## src/rtl/dbgw_pkg.sv

```systemverilog
package dbgw_pkg;
  typedef enum logic [1:0] {
    MT_ADDR  = 2'd0,
    MT_CTXID = 2'd1,
    MT_VMID  = 2'd2
  } match_t;

  localparam int          PADDR_W  = 8;
  localparam logic [1:0]  BANK_BPV = 2'd0;
  localparam logic [1:0]  BANK_BPC = 2'd1;
  localparam logic [1:0]  BANK_WPV = 2'd2;
  localparam logic [1:0]  BANK_WPC = 2'd3;
  localparam int          BE_W     = 8;
endpackage

```

## src/rtl/dbgw_regs.sv

```systemverilog
module dbgw_regs
  import dbgw_pkg::*;
#(
  parameter int NUM_BP     = 6,
  parameter int NUM_CTX_BP = 2,
  parameter int NUM_WP     = 4,
  parameter int AW         = 32,
  parameter int LSEL_W     = 1
) (
  input  logic               clk,
  input  logic               rst,
  input  logic               psel,
  input  logic               penable,
  input  logic               pwrite,
  input  logic [PADDR_W-1:0] paddr,
  input  logic [AW-1:0]      pwdata,
  output logic [AW-1:0]      prdata,
  output logic [AW-1:0]      bp_val  [NUM_BP],
  output logic               bp_en   [NUM_BP],
  output match_t             bp_type [NUM_BP],
  output logic [AW-1:0]      wp_val  [NUM_WP],
  output logic               wp_en   [NUM_WP],
  output logic [1:0]         wp_sel  [NUM_WP],
  output logic [BE_W-1:0]    wp_mask [NUM_WP],
  output logic               wp_link [NUM_WP],
  output logic [LSEL_W-1:0]  wp_lsel [NUM_WP]
);
  localparam int CTX_FIRST = NUM_BP - NUM_CTX_BP;

  logic       wr_en;
  logic [1:0] bank;
  logic [3:0] idx;
  logic [AW-1:0] rd_mux;
  logic       unused_addr;

  assign wr_en       = psel & penable & pwrite;
  assign bank        = paddr[7:6];
  assign idx         = paddr[5:2];
  assign unused_addr = ^paddr[1:0];

  always_ff @(posedge clk) begin
    if (rst) begin
      for (int i = 0; i < NUM_BP; i++) begin
        bp_val[i]  <= '0;
        bp_en[i]   <= 1'b0;
        bp_type[i] <= MT_ADDR;
      end
      for (int j = 0; j < NUM_WP; j++) begin
        wp_val[j]  <= '0;
        wp_en[j]   <= 1'b0;
        wp_sel[j]  <= '0;
        wp_mask[j] <= '0;
        wp_link[j] <= 1'b0;
        wp_lsel[j] <= '0;
      end
    end else if (wr_en) begin
      for (int i = 0; i < NUM_BP; i++) begin
        if (idx == 4'(i)) begin
          if (bank == BANK_BPV) bp_val[i] <= pwdata;
          if (bank == BANK_BPC) begin
            bp_en[i]   <= pwdata[0];
            bp_type[i] <= (i >= CTX_FIRST && pwdata[2:1] != 2'd3)
                          ? match_t'(pwdata[2:1]) : MT_ADDR;
          end
        end
      end
      for (int j = 0; j < NUM_WP; j++) begin
        if (idx == 4'(j)) begin
          if (bank == BANK_WPV) wp_val[j] <= pwdata;
          if (bank == BANK_WPC) begin
            wp_en[j]   <= pwdata[0];
            wp_sel[j]  <= pwdata[2:1];
            wp_mask[j] <= pwdata[4 +: BE_W];
            wp_link[j] <= pwdata[12];
            wp_lsel[j] <= pwdata[13 +: LSEL_W];
          end
        end
      end
    end
  end

  always_comb begin
    rd_mux = '0;
    for (int i = 0; i < NUM_BP; i++) begin
      if (idx == 4'(i) && bank == BANK_BPV) rd_mux = bp_val[i];
      if (idx == 4'(i) && bank == BANK_BPC) rd_mux = AW'({bp_type[i], bp_en[i]});
    end
    for (int j = 0; j < NUM_WP; j++) begin
      if (idx == 4'(j) && bank == BANK_WPV) rd_mux = wp_val[j];
      if (idx == 4'(j) && bank == BANK_WPC)
        rd_mux = AW'({wp_lsel[j], wp_link[j], wp_mask[j], 1'b0, wp_sel[j], wp_en[j]});
    end
  end

  always_ff @(posedge clk) begin
    if (rst)                              prdata <= '0;
    else if (psel && !penable && !pwrite) prdata <= rd_mux;
  end
endmodule

```

## src/rtl/dbgw_bp_cmp.sv

```systemverilog
module dbgw_bp_cmp
  import dbgw_pkg::*;
#(
  parameter int AW     = 32,
  parameter int CTX_W  = 32,
  parameter int VMID_W = 16
) (
  input  logic              en,
  input  match_t            mtype,
  input  logic [AW-1:0]     val,
  input  logic              i_valid,
  input  logic [AW-1:0]     i_addr,
  input  logic [CTX_W-1:0]  ctx_id,
  input  logic [VMID_W-1:0] vmid,
  output logic              addr_hit,
  output logic              ctx_ok
);
  logic unused_low;
  assign unused_low = ^i_addr[1:0];

  assign addr_hit = en && (mtype == MT_ADDR) && i_valid
                    && (i_addr[AW-1:2] == val[AW-1:2]);
  assign ctx_ok   = en && (((mtype == MT_CTXID) && (ctx_id == val[CTX_W-1:0]))
                        || ((mtype == MT_VMID)  && (vmid   == val[VMID_W-1:0])));
endmodule

```

## src/rtl/dbgw_wp_cmp.sv

```systemverilog
module dbgw_wp_cmp
  import dbgw_pkg::*;
#(
  parameter int AW = 32
) (
  input  logic            en,
  input  logic [1:0]      sel,
  input  logic [BE_W-1:0] mask,
  input  logic            link,
  input  logic            link_ok,
  input  logic [AW-1:0]   val,
  input  logic            d_valid,
  input  logic            d_write,
  input  logic [AW-1:0]   d_addr,
  input  logic [BE_W-1:0] d_be,
  output logic            hit
);
  logic dir_ok;
  logic unused_low;
  assign unused_low = ^{d_addr[2:0], val[2:0]};
  assign dir_ok     = d_write ? sel[1] : sel[0];

  assign hit = en && d_valid && dir_ok
               && (d_addr[AW-1:3] == val[AW-1:3])
               && (|(d_be & mask))
               && (!link || link_ok);
endmodule

```

## src/rtl/dbgw_unit.sv

```systemverilog
module dbgw_unit
  import dbgw_pkg::*;
#(
  parameter int NUM_BP     = 6,
  parameter int NUM_CTX_BP = 2,
  parameter int NUM_WP     = 4,
  parameter int AW         = 32,
  parameter int CTX_W      = 32,
  parameter int VMID_W     = 16
) (
  input  logic                      clk,
  input  logic                      rst,
  input  logic                      warm_rst,
  input  logic                      psel,
  input  logic                      penable,
  input  logic                      pwrite,
  input  logic [7:0]                paddr,
  input  logic [AW-1:0]             pwdata,
  output logic [AW-1:0]             prdata,
  input  logic                      i_valid,
  input  logic [AW-1:0]             i_addr,
  input  logic                      d_valid,
  input  logic                      d_write,
  input  logic [AW-1:0]             d_addr,
  input  logic [7:0]                d_be,
  input  logic [CTX_W-1:0]          ctx_id,
  input  logic [VMID_W-1:0]         vmid,
  output logic                      bp_hit,
  output logic [$clog2(NUM_BP)-1:0] bp_idx,
  output logic                      wp_hit,
  output logic [$clog2(NUM_WP)-1:0] wp_idx
);
  localparam int CTX_FIRST = NUM_BP - NUM_CTX_BP;
  localparam int LSEL_W    = (NUM_CTX_BP > 1) ? $clog2(NUM_CTX_BP) : 1;
  localparam int BPI_W     = $clog2(NUM_BP);
  localparam int WPI_W     = $clog2(NUM_WP);

  logic [AW-1:0]     bp_val  [NUM_BP];
  logic              bp_en   [NUM_BP];
  match_t            bp_type [NUM_BP];
  logic [AW-1:0]     wp_val  [NUM_WP];
  logic              wp_en   [NUM_WP];
  logic [1:0]        wp_sel  [NUM_WP];
  logic [BE_W-1:0]   wp_mask [NUM_WP];
  logic              wp_link [NUM_WP];
  logic [LSEL_W-1:0] wp_lsel [NUM_WP];

  logic [NUM_BP-1:0] bp_addr_hit;
  logic [NUM_BP-1:0] bp_ctx_ok;
  logic [NUM_WP-1:0] wp_raw_hit;
  logic [NUM_WP-1:0] wp_link_ok;
  logic [BPI_W-1:0]  bp_first;
  logic [WPI_W-1:0]  wp_first;

  dbgw_regs #(
    .NUM_BP(NUM_BP), .NUM_CTX_BP(NUM_CTX_BP), .NUM_WP(NUM_WP),
    .AW(AW), .LSEL_W(LSEL_W)
  ) u_regs (
    .clk(clk), .rst(rst), .psel(psel), .penable(penable), .pwrite(pwrite),
    .paddr(paddr), .pwdata(pwdata), .prdata(prdata),
    .bp_val(bp_val), .bp_en(bp_en), .bp_type(bp_type),
    .wp_val(wp_val), .wp_en(wp_en), .wp_sel(wp_sel), .wp_mask(wp_mask),
    .wp_link(wp_link), .wp_lsel(wp_lsel)
  );

  for (genvar i = 0; i < NUM_BP; i++) begin : g_bp
    dbgw_bp_cmp #(.AW(AW), .CTX_W(CTX_W), .VMID_W(VMID_W)) u_cmp (
      .en(bp_en[i]), .mtype(bp_type[i]), .val(bp_val[i]),
      .i_valid(i_valid), .i_addr(i_addr), .ctx_id(ctx_id), .vmid(vmid),
      .addr_hit(bp_addr_hit[i]), .ctx_ok(bp_ctx_ok[i])
    );
  end

  always_comb begin
    for (int j = 0; j < NUM_WP; j++) begin
      wp_link_ok[j] = 1'b0;
      for (int k = 0; k < NUM_CTX_BP; k++)
        if (wp_lsel[j] == LSEL_W'(k)) wp_link_ok[j] = bp_ctx_ok[CTX_FIRST + k];
    end
  end

  for (genvar j = 0; j < NUM_WP; j++) begin : g_wp
    dbgw_wp_cmp #(.AW(AW)) u_cmp (
      .en(wp_en[j]), .sel(wp_sel[j]), .mask(wp_mask[j]),
      .link(wp_link[j]), .link_ok(wp_link_ok[j]), .val(wp_val[j]),
      .d_valid(d_valid), .d_write(d_write), .d_addr(d_addr), .d_be(d_be),
      .hit(wp_raw_hit[j])
    );
  end

  always_comb begin
    bp_first = '0;
    for (int i = NUM_BP - 1; i >= 0; i--)
      if (bp_addr_hit[i]) bp_first = BPI_W'(i);
    wp_first = '0;
    for (int j = NUM_WP - 1; j >= 0; j--)
      if (wp_raw_hit[j]) wp_first = WPI_W'(j);
  end

  always_ff @(posedge clk) begin
    if (rst || warm_rst) begin
      bp_hit <= 1'b0;
      bp_idx <= '0;
      wp_hit <= 1'b0;
      wp_idx <= '0;
    end else begin
      bp_hit <= |bp_addr_hit;
      bp_idx <= bp_first;
      wp_hit <= |wp_raw_hit;
      wp_idx <= wp_first;
    end
  end
endmodule

```

## config.mk

```make
export PLATFORM = sky130hd
export DESIGN_NAME = dbgw_unit
export DESIGN_NICKNAME = d
export VERILOG_FILES = /design/src/rtl/dbgw_pkg.sv /design/src/rtl/dbgw_regs.sv /design/src/rtl/dbgw_bp_cmp.sv /design/src/rtl/dbgw_wp_cmp.sv /design/src/rtl/dbgw_unit.sv
export SDC_FILE = /design/constraint.sdc
export NUM_CORES = 1
export LEC_CHECK = 0
export BUFFER_PORTS_ARGS = -buffer_cell sky130_fd_sc_hd__clkbuf_2
export CORE_ASPECT_RATIO = 0.5
export CORE_MARGIN = 5
export CORE_UTILIZATION = 25
export CTS_CLUSTER_SIZE = 16
export DETAILED_ROUTE_END_ITERATION = 12
export GPL_ROUTABILITY_DRIVEN = 0
export PLACE_DENSITY = 0.46
export SLEW_MARGIN = 0
export SYNTH_ARGS = -nofsm -noshare
export SYNTH_HDL_FRONTEND = slang
export SYNTH_SLANG_ARGS = --single-unit
export TNS_END_PERCENT = 20
```

## constraint.sdc

```tcl
create_clock -name clk -period 1.91 [get_ports clk]
set_input_delay 0.0955 -clock clk [delete_from_list [all_inputs] [get_ports clk]]
set_output_delay 0.0955 -clock clk [all_outputs]
set_load 0.01 [all_outputs]
```

==> flow_metrics.env, run 1 <==
export IMPL_outcome="finished, violations left"
export IMPL_violations="negative setup slack"
export IMPL_synthesis_nets=3046
export IMPL_antenna_left=0
export IMPL_wl_met2_um=49300
export IMPL_endpoint_kind="flop"
export IMPL_power_density_mw_per_mm2=700
export IMPL_hold_viol=0
export IMPL_seq_area_frac_synth_pct=38.3
export IMPL_layout_min_cycle_time_ns=2.38
export IMPL_synth_area_per_cell_um2=7.64
export IMPL_p_leak_uw=0.0112
export IMPL_die_h_um=220
export IMPL_die_area_mm2=0.0944
export IMPL_tightestPinTransition_ns=0.730
export IMPL_synth_cell_area_mm2=0.0220
export IMPL_rows=76
export IMPL_finalPower_uw=20700
export IMPL_start_kind="flop"
export IMPL_ys_types=66
export IMPL_ir_drop_v=0.000599
export IMPL_wl_met3_um=12500
export IMPL_final_common_cell="nand2_1"
export IMPL_fin_skew_ns=0.0252
export IMPL_arrival_ns=2.94
export IMPL_clock_sinks=421
export IMPL_track_usage_pct=23.4
export IMPL_syn2layout_area_growth_pct=34.2
export IMPL_grt_max_degree=106
export IMPL_dp_cells=4442
export IMPL_layout_common_cells="nand2_1, a21oi_1, buf_4"
export IMPL_layout_drive_gt1_share_pct=23.7
export IMPL_path_class="flop to flop"
export IMPL_grt_remaining_overflow=0
export IMPL_clk_pin_slew_ns=0.06
export IMPL_ys_async_sr_fraction_pct=0
export IMPL_synth_edf_count=0
export IMPL_vias=23500
export IMPL_final_core_util_pct=34.1
export IMPL_max_freq_ghz=0.420
export IMPL_cp_max_fo=4
export IMPL_root_buffer="clkbuf_16"
export IMPL_ys_warn_count=0
export IMPL_dr_pass1_iters=9
export IMPL_htree_levels=2
export IMPL_path_common_cell="buf_4"
export IMPL_ys_ff_latch=421
export IMPL_drt_iter0_drc=2993
export IMPL_drt_met1_wl_um=49600
export IMPL_cp_slowest_cell="a2111oi_4"
export IMPL_crit_buf_inv=2
export IMPL_grt_pass1_wl_um=162000
export IMPL_pin_count=208
export IMPL_cts_buffers=47
export IMPL_drc=0
export IMPL_via_per_inst=5.16
export IMPL_top_layer="met4"
export IMPL_hp_class="input port to flop"
export IMPL_finalWirelength_um=115000
export IMPL_maxCapViolCount=0
export IMPL_final_cells=4550
export IMPL_cts_tree="done"
export IMPL_fill_cells=9111
export IMPL_clock_latency_ns=0.62
export IMPL_setup_viol=8
export IMPL_place_hpwl_um=86500
export IMPL_max_slew_margin_pct=50.0
export IMPL_slowest_delay_ns=0.40
export IMPL_regArea_mm2=0.00844
export IMPL_synthCells=2877
export IMPL_dieWidth_um=429
export IMPL_finalCritPeriodShare_pct=125
export IMPL_cp_data_required_time_ns=2.47
export IMPL_crit_chain="xor2_4 -> nor4_2 -> buf_4 -> nand4_1 -> nor3_2 -> buf_4 -> o32ai_4 -> a2111oi_4 -> a21oi_1 -> nor2_1"
export IMPL_num_nets_final=3512
export IMPL_io_buffers=200
export IMPL_multi_input_area_mm2=0.0128
export IMPL_timing_setup_tns_ns=-2.11
export IMPL_grt_pass1_vias=21800
export IMPL_fin_ws_ns=-0.469
export IMPL_core_mm2=0.0866
export IMPL_start_util_pct=25.4
export IMPL_clockBufferDepth=3
export IMPL_crit_family="simple AND/OR/NAND/NOR gates"
export IMPL_grt_antenna_before_repair=5
export IMPL_synth_main_ff_cell="dfxtp_1"
export IMPL_drv_slew=0
export IMPL_wire_per_inst_um=25.2
export IMPL_rsz0062_at_grt="yes"
## final cells by class
cell class,count,area share (%)
diodes,4,0.0339
multi-input cells,2190,43.3
clock buffers,60,4.35
inverters,2,0.0254
repair buffers,681,17.7
well taps,1170,4.96
clock inverters,22,0.962
flip-flops and latches,421,28.6
## Yosys cell counts (26+ instances only)
master	number	area share [%]
a22oi_1	90	3.1
nand2_1	805	14
a222oi_1	28	1.3
nor4_1	69	2.0
dfxtp_1	421	38
nand4_1	53	1.5
nor2_1	73	1.2
o21ai_0	26	0.59
xnor2_1	148	5.9
clkbuf_1	234	4.0
nor3_1	26	0.59
xor2_1	244	9.7
nand3_1	28	0.64
a21oi_1	420	9.6
## worst register-to-register path: stages, from the launching register on
cell and delay (ns):
dfxtp_4 0.37, xor2_4 0.18, nor4_2 0.27, buf_4 0.14, nand4_1 0.20, nor3_2 0.30
buf_4 0.20, o32ai_4 0.09, a2111oi_4 0.40, a21oi_1 0.08, nor2_1 0.10
## worst paths after layout
check / from / slack (ns) / to / cells after the start
worst max register to register: u_regs.bp_val[0]$_SDFFE_PP0P_ / -0.47 / wp_idx[0]$_SDFF_PP0_ / 10
worst max-delay path: u_regs.bp_val[0]$_SDFFE_PP0P_ / -0.47 / wp_idx[0]$_SDFF_PP0_ / 10
worst min-delay path: pwdata[9] / 0.03 / u_regs.wp_val[9]$_SDFFE_PP0P_ / 3
worst min register to register: u_regs.bp_val[128]$_SDFFE_PP0P_ / 0.46 / u_regs.bp_val[128]$_SDFFE_PP0P_ / 2
## per-stage QoR
step	instance area (um^2)	hold slack [ns]	worst slack, ns
6_report	29500	0.0307	-0.469
5_1_grt	29500	0.0229	-0.502
4_1_cts	29400	0.00301	-0.388
3_5_place_dp	27500	0.292	-0.649
3_3_place_gp	27500	0.287	-0.644
2_1_floorplan	22000	0.173	-0.0820
## cell families (layout without fill, tap and decap cells)
family	count (synthesis)	after routing	share of synthesized area (%)
other	0	4	0
flip-flops	421	421	38.3
AND/OR/NAND/NOR	1118	1118	22.1
AO/OA/AOI/OAI	659	659	18.2
XOR/XNOR	392	392	15.6
buffers and inverters	266	765	4.80
multiplexers	21	21	1.01
## flip-flops by register name, indices dropped and copies added (netlist names), 4 cells and up
signal and count:
u_regs.wp_lsel 4, u_regs.wp_sel 8, u_regs.wp_mask 32, u_regs.bp_type 4, u_regs.wp_link 4, u_regs.bp_en 6, u_regs.prdata 32, u_regs.wp_en 4
u_regs.wp_val 128, u_regs.bp_val 192
## what timing repair did
item,in CTS,in global routing
buffers inserted,1,0
resized for setup,18,23
pin swaps,2,13
endpoints found under the hold margin,214,0
gates cloned,0,0
hold buffers,21,0
endpoints found under the setup margin,10,13
## power breakdown
part / internal (uW) / switching (uW) / total, uW
combinational: 745 / 1340 / 2090
sequential: 8810 / 33.8 / 8840
clock: 5570 / 4170 / 9730
## routing by layer
| layer | track usage [%] | vias to the layer above |
|---|---|---|
| met4 | 6.58 | 0 |
| li1 | - | 10800 |
| met3 | 6.21 | 170 |
| met5 | 0 | - |
| met2 | 35.6 | 1170 |
| met1 | 32.6 | 11400 |
Power figures use the tool's default switching activity.
==> inputs of run 2 (changes only) <==
--- a/config.mk
+++ b/config.mk
@@ -9,6 +9,7 @@
 export CORE_ASPECT_RATIO = 0.5
 export CORE_MARGIN = 5
 export CORE_UTILIZATION = 25
+export CTS_BUF_LIST = sky130_fd_sc_hd__clkbuf_4 sky130_fd_sc_hd__clkbuf_8 sky130_fd_sc_hd__clkbuf_16
 export CTS_CLUSTER_SIZE = 16
 export DETAILED_ROUTE_END_ITERATION = 12
 export GPL_ROUTABILITY_DRIVEN = 0
==> run 2 against run 1 <==
Net effect:
- setup slack about the same
- design area increased by 0.10%
- total power increased by 0.34%
- via count increased by 0.19%
- register-to-register slack about the same
- largest cell class unchanged
- non-clock buffer count increased by 1
- die area unchanged
- the flow still finishes with violations (negative setup slack)
- highest routed layer is now met5
- critical endpoint unchanged
- maximum frequency about the same
- count of clock-buffer cells in the layout unchanged
- hold slack improved by 0.0071 ns
- routed wire length about the same
- critical path type unchanged
- core utilization about the same
==> flow_metrics.env, run 2 (same netlist as run 1, synthesis figures left out) <==
export IMPL_pin_count=208
export IMPL_core_mm2=0.0866
export IMPL_finalPower_uw=20700
export IMPL_die_h_um=220
export IMPL_drv_slew=0
export IMPL_drt_iter0_drc=2924
export IMPL_arrival_ns=2.93
export IMPL_root_buffer="clkbuf_16"
export IMPL_grt_pass1_wl_um=162000
export IMPL_max_slew_margin_pct=51.4
export IMPL_final_common_cell="nand2_1"
export IMPL_dieWidth_um=429
export IMPL_htree_levels=2
export IMPL_maxCapViolCount=0
export IMPL_ir_drop_v=0.000587
export IMPL_rsz0062_at_grt="yes"
export IMPL_path_common_cell="buf_4"
export IMPL_tightestPinTransition_ns=0.708
export IMPL_reg_top3="u_regs.bp_val: 192 flops, u_regs.wp_val: 128 flops"
export IMPL_largest_reg_flops=192
export IMPL_r2r_cells=10
export IMPL_track_usage_pct=23.4
export IMPL_path_class="flop to flop"
export IMPL_clock_latency_ns=0.62
export IMPL_hp_class="input port to flop"
export IMPL_rr_endpoint="wp_idx[0]$_SDFF_PP0_"
export IMPL_grt_antenna_before_repair=5
export IMPL_hold_viol=0
export IMPL_max_freq_ghz=0.420
export IMPL_place_hpwl_um=86500
export IMPL_outcome="finished, violations left"
export IMPL_clock_sinks=421
export IMPL_die_area_mm2=0.0944
export IMPL_setup_viol=8
export IMPL_grt_pass1_vias=21800
export IMPL_largest_register="u_regs.bp_val"
export IMPL_crit_chain="xor2_4 -> nor4_2 -> buf_4 -> nand4_1 -> nor3_2 -> buf_4 -> o32ai_4 -> a2111oi_4 -> a21oi_1 -> nor2_1"
export IMPL_cp_max_fo=4
export IMPL_fin_ws_ns=-0.469
export IMPL_ff2ff_setup_slack_ns=-0.47
export IMPL_fin_skew_ns=0.0199
export IMPL_layout_common_cells="nand2_1, a21oi_1, buf_4"
export IMPL_syn2layout_area_growth_pct=34.3
export IMPL_grt_remaining_overflow=0
export IMPL_start_kind="flop"
export IMPL_violations="negative setup slack"
export IMPL_final_cells=4549
export IMPL_crit_family="simple AND/OR/NAND/NOR gates"
export IMPL_layout_min_cycle_time_ns=2.38
export IMPL_clk_pin_slew_ns=0.07
export IMPL_drc=0
export IMPL_io_buffers=200
export IMPL_grt_max_degree=106
export IMPL_crit_cells=10
export IMPL_crit_buf_inv=2
export IMPL_dp_cells=4442
export IMPL_cp_slowest_cell="a2111oi_4"
export IMPL_vias=23500
export IMPL_dr_pass1_iters=7
export IMPL_cts_tree="done"
export IMPL_timing_hold_ws_ns=0.0378
export IMPL_finalWirelength_um=115000
export IMPL_via_per_inst=5.17
export IMPL_r2r_start="u_regs.bp_val[0]$_SDFFE_PP0P_"
export IMPL_slowest_delay_ns=0.41
export IMPL_endpoint_kind="flop"
export IMPL_finalCritPeriodShare_pct=125
export IMPL_power_density_mw_per_mm2=702
export IMPL_cp_data_required_time_ns=2.47
export IMPL_wire_per_inst_um=25.2
export IMPL_rows=76
export IMPL_antenna_left=0
export IMPL_layout_drive_gt1_share_pct=23.9
export IMPL_cts_buffers=47
export IMPL_crit_path_end="wp_idx[0]$_SDFF_PP0_"
export IMPL_p_leak_uw=0.0112
export IMPL_crit_start="u_regs.bp_val[0]$_SDFFE_PP0P_"
export IMPL_clockBufferDepth=3
export IMPL_num_nets_final=3513
export IMPL_start_util_pct=25.4
[run 2: worst min-delay path, delay by kind of cell]
kind | cells | cell delay (ns)
buf+inv | 1 | 0.31
simple gates | 1 | 0.14
compound gates | 1 | 0.06
[run 2: per-stage QoR]
stage / utilization, % / setup TNS (ns) / setup WS [ns] / area, um^2
5_1_grt: 34.1 / -2.68 / -0.503 / 29500
3_5_place_dp: 31.7 / -32.42 / -0.649 / 27500
3_3_place_gp: 31.7 / -29.16 / -0.644 / 27500
2_1_floorplan: - / -0.350 / -0.0820 / 22000
4_1_cts: 34.0 / -1.68 / -0.389 / 29400
6_report: 34.1 / -2.13 / -0.469 / 29500
[run 2: worst min path at each step]
stage	depth (start not counted)	to	slack (ns)	startpoint
6_report	3	u_regs.wp_val[8]$_SDFFE_PP0P_	0.04	pwdata[8]
5_1_grt	3	u_regs.wp_val[40]$_SDFFE_PP0P_	0.02	pwdata[8]
4_1_cts	3	u_regs.wp_val[73]$_SDFFE_PP0P_	0.003	pwdata[9]
3_5_place_dp	2	bp_hit$_SDFF_PP0_	0.29	warm_rst
3_3_place_gp	2	bp_hit$_SDFF_PP0_	0.29	warm_rst
2_1_floorplan	1	bp_hit$_SDFF_PP0_	0.17	warm_rst
[run 2: area by class of cell]
cell class              count  area [um^2]
inverters                   2         7.51
multi-input cells        2190        12800
repair buffers            682         5250
clock inverters            22          284
diodes                      2         5.00
fillers                  9105        57100
well taps                1170         1460
flip-flops and latches    421         8440
clock buffers              60         1310
[run 2: timing repair]
action / CTS / global route
setup buffers: 1 / 0
resized for setup: 19 / 22
endpoints found under the hold margin: 214 / 0
endpoints found under the setup margin: 10 / 14
hold buffers: 22 / 0
pin swaps: 2 / 12
[run 2: where the power goes]
group | switching, uW | internal [uW] | total (uW)
Sequential | 33.8 | 8810 | 8840
Combinational | 1340 | 745 | 2090
Clock | 4140 | 5670 | 9800
[run 2: metal layers]
layer | vias to the layer above | GRT usage (%) | wire, um
met4 | 2 | 6.58 | 3320
met5 | - | 0 | 8
met2 | 1117 | 35.6 | 49600
met3 | 167 | 6.21 | 11700
li1 | 10800 | - | -
met1 | 11500 | 32.6 | 50200
